[config.mk]
export PLATFORM = sky130hd
export DESIGN_NAME = sup_rst_gen
export DESIGN_NICKNAME = d
export VERILOG_FILES = /design/src/rtl/sup_rst_pkg.sv /design/src/rtl/sup_sync2.sv /design/src/rtl/sup_hold_timer.sv /design/src/rtl/sup_wdt.sv /design/src/rtl/sup_rst_gen.sv
export SDC_FILE = /design/constraint.sdc
export NUM_CORES = 1
export LEC_CHECK = 0
export BUFFER_PORTS_ARGS = -buffer_cell sky130_fd_sc_hd__buf_4
export CORE_UTILIZATION = 50
export CTS_CLUSTER_DIAMETER = 60
export DETAILED_ROUTE_END_ITERATION = 10
export HOLD_SLACK_MARGIN = 0.15
export PLACE_DENSITY = 0.78
export REMOVE_ABC_BUFFERS = 1
export SETUP_SLACK_MARGIN = 0.05
export SLEW_MARGIN = 20
export SYNTH_ARGS = -nofsm -noshare
export SYNTH_HDL_FRONTEND = slang
export SYNTH_SLANG_ARGS = --single-unit
export TNS_END_PERCENT = 100
[constraint.sdc]
create_clock -name clk -period 2.61 [get_ports clk]
set_clock_uncertainty 0.2 [all_clocks]
set_input_delay 0.522 -clock clk [delete_from_list [all_inputs] [get_ports clk]]
set_output_delay 0.522 -clock clk [all_outputs]
set_load 0.1 [all_outputs]
[src/rtl/sup_rst_pkg.sv]
`timescale 1ns/1ps
package sup_rst_pkg;

  typedef enum logic [1:0] {
    WSEL_LONG  = 2'b00,
    WSEL_MID   = 2'b01,
    WSEL_SHORT = 2'b10,
    WSEL_OFF   = 2'b11
  } wdt_sel_e;

  // Converts a duration in milliseconds into clock cycles.
  function automatic int unsigned ms_cycles(input int unsigned clk_hz,
                                            input int unsigned ms);
    return (clk_hz / 1000) * ms;
  endfunction

  // Timeout in cycles for a select code; zero means the watchdog is off.
  function automatic int unsigned sel_cycles(input wdt_sel_e sel,
                                             input int unsigned c_long,
                                             input int unsigned c_mid,
                                             input int unsigned c_short);
    case (sel)
      WSEL_LONG:  return c_long;
      WSEL_MID:   return c_mid;
      WSEL_SHORT: return c_short;
      default:    return 0;
    endcase
  endfunction

  function automatic int unsigned max3(input int unsigned a,
                                       input int unsigned b,
                                       input int unsigned c);
    int unsigned m;
    m = (a > b) ? a : b;
    return (m > c) ? m : c;
  endfunction

endpackage

[src/rtl/sup_sync2.sv]
`timescale 1ns/1ps
// Two-stage synchronizer with an asynchronous clear to a chosen value.
module sup_sync2 #(
  parameter bit RST_VAL = 1'b0
) (
  input  logic clk,
  input  logic arst_n,
  input  logic d,
  output logic q
);
  logic meta_q;

  always_ff @(posedge clk or negedge arst_n) begin
    if (!arst_n) begin
      meta_q <= RST_VAL;
      q      <= RST_VAL;
    end else begin
      meta_q <= d;
      q      <= meta_q;
    end
  end
endmodule

[src/rtl/sup_hold_timer.sv]
`timescale 1ns/1ps
// Keeps reset asserted until supply has been good for HOLD_CYC cycles
// without a break, or for HOLD_CYC cycles after a watchdog restart.
module sup_hold_timer #(
  parameter int unsigned HOLD_CYC = 16,
  parameter int unsigned CW       = 5
) (
  input  logic clk,
  input  logic arst_n,
  input  logic pg_s,
  input  logic restart,
  output logic hold_q
);
  localparam logic [CW-1:0] HOLD_LAST = CW'(HOLD_CYC - 1);

  logic [CW-1:0] cnt_q;

  always_ff @(posedge clk or negedge arst_n) begin
    if (!arst_n) begin
      hold_q <= 1'b1;
      cnt_q  <= '0;
    end else if (!pg_s || restart) begin
      hold_q <= 1'b1;
      cnt_q  <= '0;
    end else if (hold_q) begin
      if (cnt_q == HOLD_LAST) begin
        hold_q <= 1'b0;
        cnt_q  <= '0;
      end else begin
        cnt_q <= cnt_q + 1'b1;
      end
    end
  end
endmodule

[src/rtl/sup_wdt.sv]
`timescale 1ns/1ps
// Activity watchdog: restarted by a kick pulse, bites after the selected
// number of cycles without one.
module sup_wdt #(
  parameter int unsigned C_LONG  = 40,
  parameter int unsigned C_MID   = 30,
  parameter int unsigned C_SHORT = 20,
  parameter int unsigned CW      = 6
) (
  input  logic          clk,
  input  logic          arst_n,
  input  logic          en,
  input  logic [1:0]    sel,
  input  logic          inhibit,
  input  logic          kick,
  output logic          bite,
  output logic [CW-1:0] cnt_q
);
  import sup_rst_pkg::*;

  wdt_sel_e      sel_e;
  logic [CW-1:0] last_cnt;
  logic          active;

  always_comb begin
    sel_e    = wdt_sel_e'(sel);
    last_cnt = CW'(sel_cycles(sel_e, C_LONG, C_MID, C_SHORT) - 1);
    active   = en && (sel_e != WSEL_OFF) && !inhibit;
    bite     = active && !kick && (cnt_q == last_cnt);
  end

  always_ff @(posedge clk or negedge arst_n) begin
    if (!arst_n) begin
      cnt_q <= '0;
    end else if (!active || kick || bite) begin
      cnt_q <= '0;
    end else begin
      cnt_q <= cnt_q + 1'b1;
    end
  end
endmodule

[src/rtl/sup_rst_gen.sv]
`timescale 1ns/1ps
module sup_rst_gen #(
  parameter int unsigned CLK_HZ       = 1_000_000,
  parameter int unsigned HOLD_MS      = 200,
  parameter int unsigned WDT_LONG_MS  = 1400,
  parameter int unsigned WDT_MID_MS   = 600,
  parameter int unsigned WDT_SHORT_MS = 200,
  parameter bit          RST_ACT_HIGH = 1'b0
) (
  input  logic       clk,
  input  logic       pwr_ok,
  input  logic       cs_n,
  input  logic       wdt_en,
  input  logic [1:0] wdt_sel,
  output logic       rst_out
);
  import sup_rst_pkg::*;

  localparam int unsigned HOLD_CYC  = ms_cycles(CLK_HZ, HOLD_MS);
  localparam int unsigned C_LONG    = ms_cycles(CLK_HZ, WDT_LONG_MS);
  localparam int unsigned C_MID     = ms_cycles(CLK_HZ, WDT_MID_MS);
  localparam int unsigned C_SHORT   = ms_cycles(CLK_HZ, WDT_SHORT_MS);
  localparam int unsigned MAX_CYC   = max3(HOLD_CYC, C_LONG, max3(C_MID, C_SHORT, 1));
  localparam int unsigned CW        = $clog2(MAX_CYC + 1);

  // Named internal events, also observed by the bound checker.
  logic          pg_s;
  logic          cs_s;
  logic          cs_prev_q;
  logic          cs_fall;
  logic          hold_q;
  logic          wdt_bite;
  logic [CW-1:0] wdt_cnt;
  logic          rst_act;

  // Supply-good: cleared at once by its own low level, released in sync.
  sup_sync2 #(.RST_VAL(1'b0)) u_pg_sync (
    .clk    (clk),
    .arst_n (pwr_ok),
    .d      (1'b1),
    .q      (pg_s)
  );

  sup_sync2 #(.RST_VAL(1'b1)) u_cs_sync (
    .clk    (clk),
    .arst_n (pwr_ok),
    .d      (cs_n),
    .q      (cs_s)
  );

  always_ff @(posedge clk or negedge pwr_ok) begin
    if (!pwr_ok) cs_prev_q <= 1'b1;
    else         cs_prev_q <= cs_s;
  end

  assign cs_fall = cs_prev_q & ~cs_s;

  sup_hold_timer #(.HOLD_CYC(HOLD_CYC), .CW(CW)) u_hold (
    .clk     (clk),
    .arst_n  (pwr_ok),
    .pg_s    (pg_s),
    .restart (wdt_bite),
    .hold_q  (hold_q)
  );

  sup_wdt #(.C_LONG(C_LONG), .C_MID(C_MID), .C_SHORT(C_SHORT), .CW(CW)) u_wdt (
    .clk     (clk),
    .arst_n  (pwr_ok),
    .en      (wdt_en),
    .sel     (wdt_sel),
    .inhibit (hold_q),
    .kick    (cs_fall),
    .bite    (wdt_bite),
    .cnt_q   (wdt_cnt)
  );

  assign rst_act = hold_q | ~pwr_ok;

  generate
    if (RST_ACT_HIGH) begin : g_act_high
      assign rst_out = rst_act;
    end else begin : g_act_low
      assign rst_out = ~rst_act;
    end
  endgenerate
endmodule

==> reports/results.txt <==
Status -> completed
CTS root buf -> clkbuf_8
Worst-Margin Slew -> 599 ps
Most frequent cells in the layout -> nor2_1, dfrtp_1, xnor2_1
Final Hold Vio Count -> 0
Endpoints failing setup -> 0
Worst Hold Class -> flip-flop to flip-flop
Tmin final -> 2330 ps
Initial DRC count -> 96
CTS sink count -> 48
Max_cap viols -> 0
Final core area utilization -> 57.3%
Slew margin rel. -> 60.1%
Post-CTS Setup Inserts -> 0
Number of synthesis warnings -> 0
Maximum fanout along the worst path -> 2
CP Capture Type -> primary output
Initial Util -> 52.0%
Via count of the first global-routing pass -> 2022
Synth-to-layout area growth -> 10.3%
Tot GR Track Use -> 20.9%
First-pass GRT wire length -> 8860 microns
CP max-delay cell -> dlygate4sd3_1
Die Y -> 74.9 microns
Setup WS post-layout -> 277 ps
Number of gates resized after cts -> 0
IO Port Bufs -> 6
Pre-CTS setup slack -> 98.7 ps
Netlist cell types -> 47
Data arrival time of the worst path -> 1610 ps
GR Overflow Total -> 0
PwrDens -> 479 nW/um^2
Peak Freq -> 0.429 GHz
Most frequent cell on the critical path -> buf_4
Number of antenna violations at the first check in global routing -> 0
Sequential share of the synthesized area -> 45.4%
Reg area -> 1210 sq um
Predominant post-synthesis flop cell -> dfrtp_1
Clock-pin slew on the worst setup and hold paths -> 90 ps
Commonest non-fill, non-tap cell in the layout -> nor2_1
Die area -> 5610 sq um
Slew Limit Fails -> 0
Largest net degree at the start of global routing -> 49
Antenna cells -> 0
CP Launch Type -> input pin
Avg Inst Size Synth -> 9.65 sq um
Post-Syn Area -> 2660 sq um
Post-synth EDFFs -> 0
Core area -> 5110 sq um
Routed vias -> 1956
Hpwl dp -> 3450 microns
Register bit count reported by yosys -> 48
Via density per instance -> 5.46
TritonCTS Buffers -> 5
CP Cell Sequence -> dlygate4sd3_1 -> buf_4 -> nor2b_1 -> buf_4
CP Class -> input pin to primary output
Dpl cell area -> 2790 sq um
Filler Cells Inserted -> 434
Residual DRC -> 0
Max H-tree Level -> 2
RSZ-0062 raised after global routing -> false
CTS Buffer Depth -> 2
Setup TNS -> 0 ps
Fin crit share -> 89.4%
Fin nets -> 302
Share of layout cells above drive strength 1 -> 10.8%
Maximum VDD drop -> 0.322 mV
Crit path largest cell delay -> 520 ps
TritonCTS clock tree -> yes
Ports -> 7
Skew-Pair Late Insertion Delay -> 310 ps
Routed Antenna Nets -> 0
Placement Rows -> 26
Fin area -> 2930 sq um
WP data required -> 1890 ps
Placed Cells -> 348
Leak -> 1.16 nW
Non-Filler Instances -> 358
Multi-input gate area -> 1360 sq um
Cells after synthesis -> 275
WL per Instance -> 13.9 microns
DRT Pass-1 Iters -> 5
Routed WL -> 4970 microns
GPL Wtd Cong -> 0.863
Async SR Flop Fraction -> 100%
Die Wd -> 74.9 microns
timing repair:
item	CTS	global route
setup endpoints to repair	0	0
endpoints found under the hold margin	45	0
hold buffers	2	0
cell usage after synthesis, types with 2 or more instances:
library cell,number,area share (%)
nand4_1,12,2.8
nand3b_1,3,0.85
nor3b_1,2,0.57
o21ai_0,3,0.57
clkbuf_1,2,0.28
a311oi_1,2,0.66
nand2b_1,4,0.94
dfrtp_1,44,41
inv_1,9,1.3
and2_1,2,0.47
nor2_1,48,6.8
and4_1,2,0.66
xor2_1,11,3.6
nor4_1,4,0.94
buf_6,3,1.3
dfstp_2,4,4.0
xnor2_1,26,8.6
a21oi_1,8,1.5
buf_4,2,0.57
ha_1,9,4.2
nor3_1,10,1.9
a31oi_1,3,0.71
nand2_1,15,2.1
nand3_1,17,3.2
and3_1,7,1.6
nor2b_1,2,0.47
layer usage:
layer	global-route usage, %	part of all wire, %	vias up
li1	-	-	971
met1	25.9	47	943
met2	34.9	47	28
met3	5.76	3.1	14
met4	7.97	2.1	0
met5	0	0	-
state kept, by name, summed over array words and instances, names as in the netlist:
| name | count |
|---|---|
| cs_prev_q | 1 |
| u_pg_sync.q | 1 |
| u_cs_sync.q | 1 |
| u_wdt.cnt_q | 21 |
| u_pg_sync.meta_q | 1 |
| u_hold.cnt_q | 21 |
| u_hold.hold_q | 1 |
| u_cs_sync.meta_q | 1 |
worst max-delay path: cells and delay by family:
kind                   cells  cell delay, ps
and+or+nand+nor            1             140
buffers and inverters      3             940
report_power, final:
part	switching (mW)	internal [mW]
registers	0.00646	0.753
clock network	0.256	0.313
logic	0.0434	0.0300
total	0.306	1.10
worst paths after layout:
path | startpoint | endpoint | slack, ps | cells past startpoint
worst max-delay path | pwr_ok | rst_out | 280 | 4
worst min-delay path | u_cs_sync.meta_q | u_cs_sync.q | 160 | 0
worst max register to register | u_hold.cnt_q[0] | u_hold.cnt_q[16] | 420 | 6
worst min register to register | u_cs_sync.meta_q | u_cs_sync.q | 160 | 0
max in group asynchronous | pwr_ok | u_wdt.cnt_q[15] | 1140 | 3
min in group asynchronous | pwr_ok | u_wdt.cnt_q[5] | 660 | 3
cell families (layout without fill, tap and decap cells):
kind of cell / count (synthesis) / in the layout / share of synthesized area, %
adder cells (fa/ha/maj): 9 / 9 / 4.24
XOR/XNOR: 37 / 37 / 12.2
other: 1 / 1 / 0.141
buffers and inverters: 16 / 29 / 3.39
AO/OA/AOI/OAI: 26 / 26 / 7.59
AND/OR/NAND/NOR: 138 / 138 / 27.0
flip-flops: 48 / 48 / 45.4
area by class of cell:
cell class	instances	share of cell area (%)
clock buffer	6	2.82
clock inverter	2	1.32
inverter	9	1.15
multi-input combinational	211	46.4
sequential	48	41.2
tap	70	2.99
timing repair buffer	12	4.10
metrics by stage:
stage,power [mW],hold WS (ps)
after floorplan,0.809,26.4
after global placement,0.843,134
after detailed placement,0.846,144
after CTS,1.42,160
after global routing,1.46,166
final,1.40,160
No activity file was read; power rests on OpenSTA's default activity.
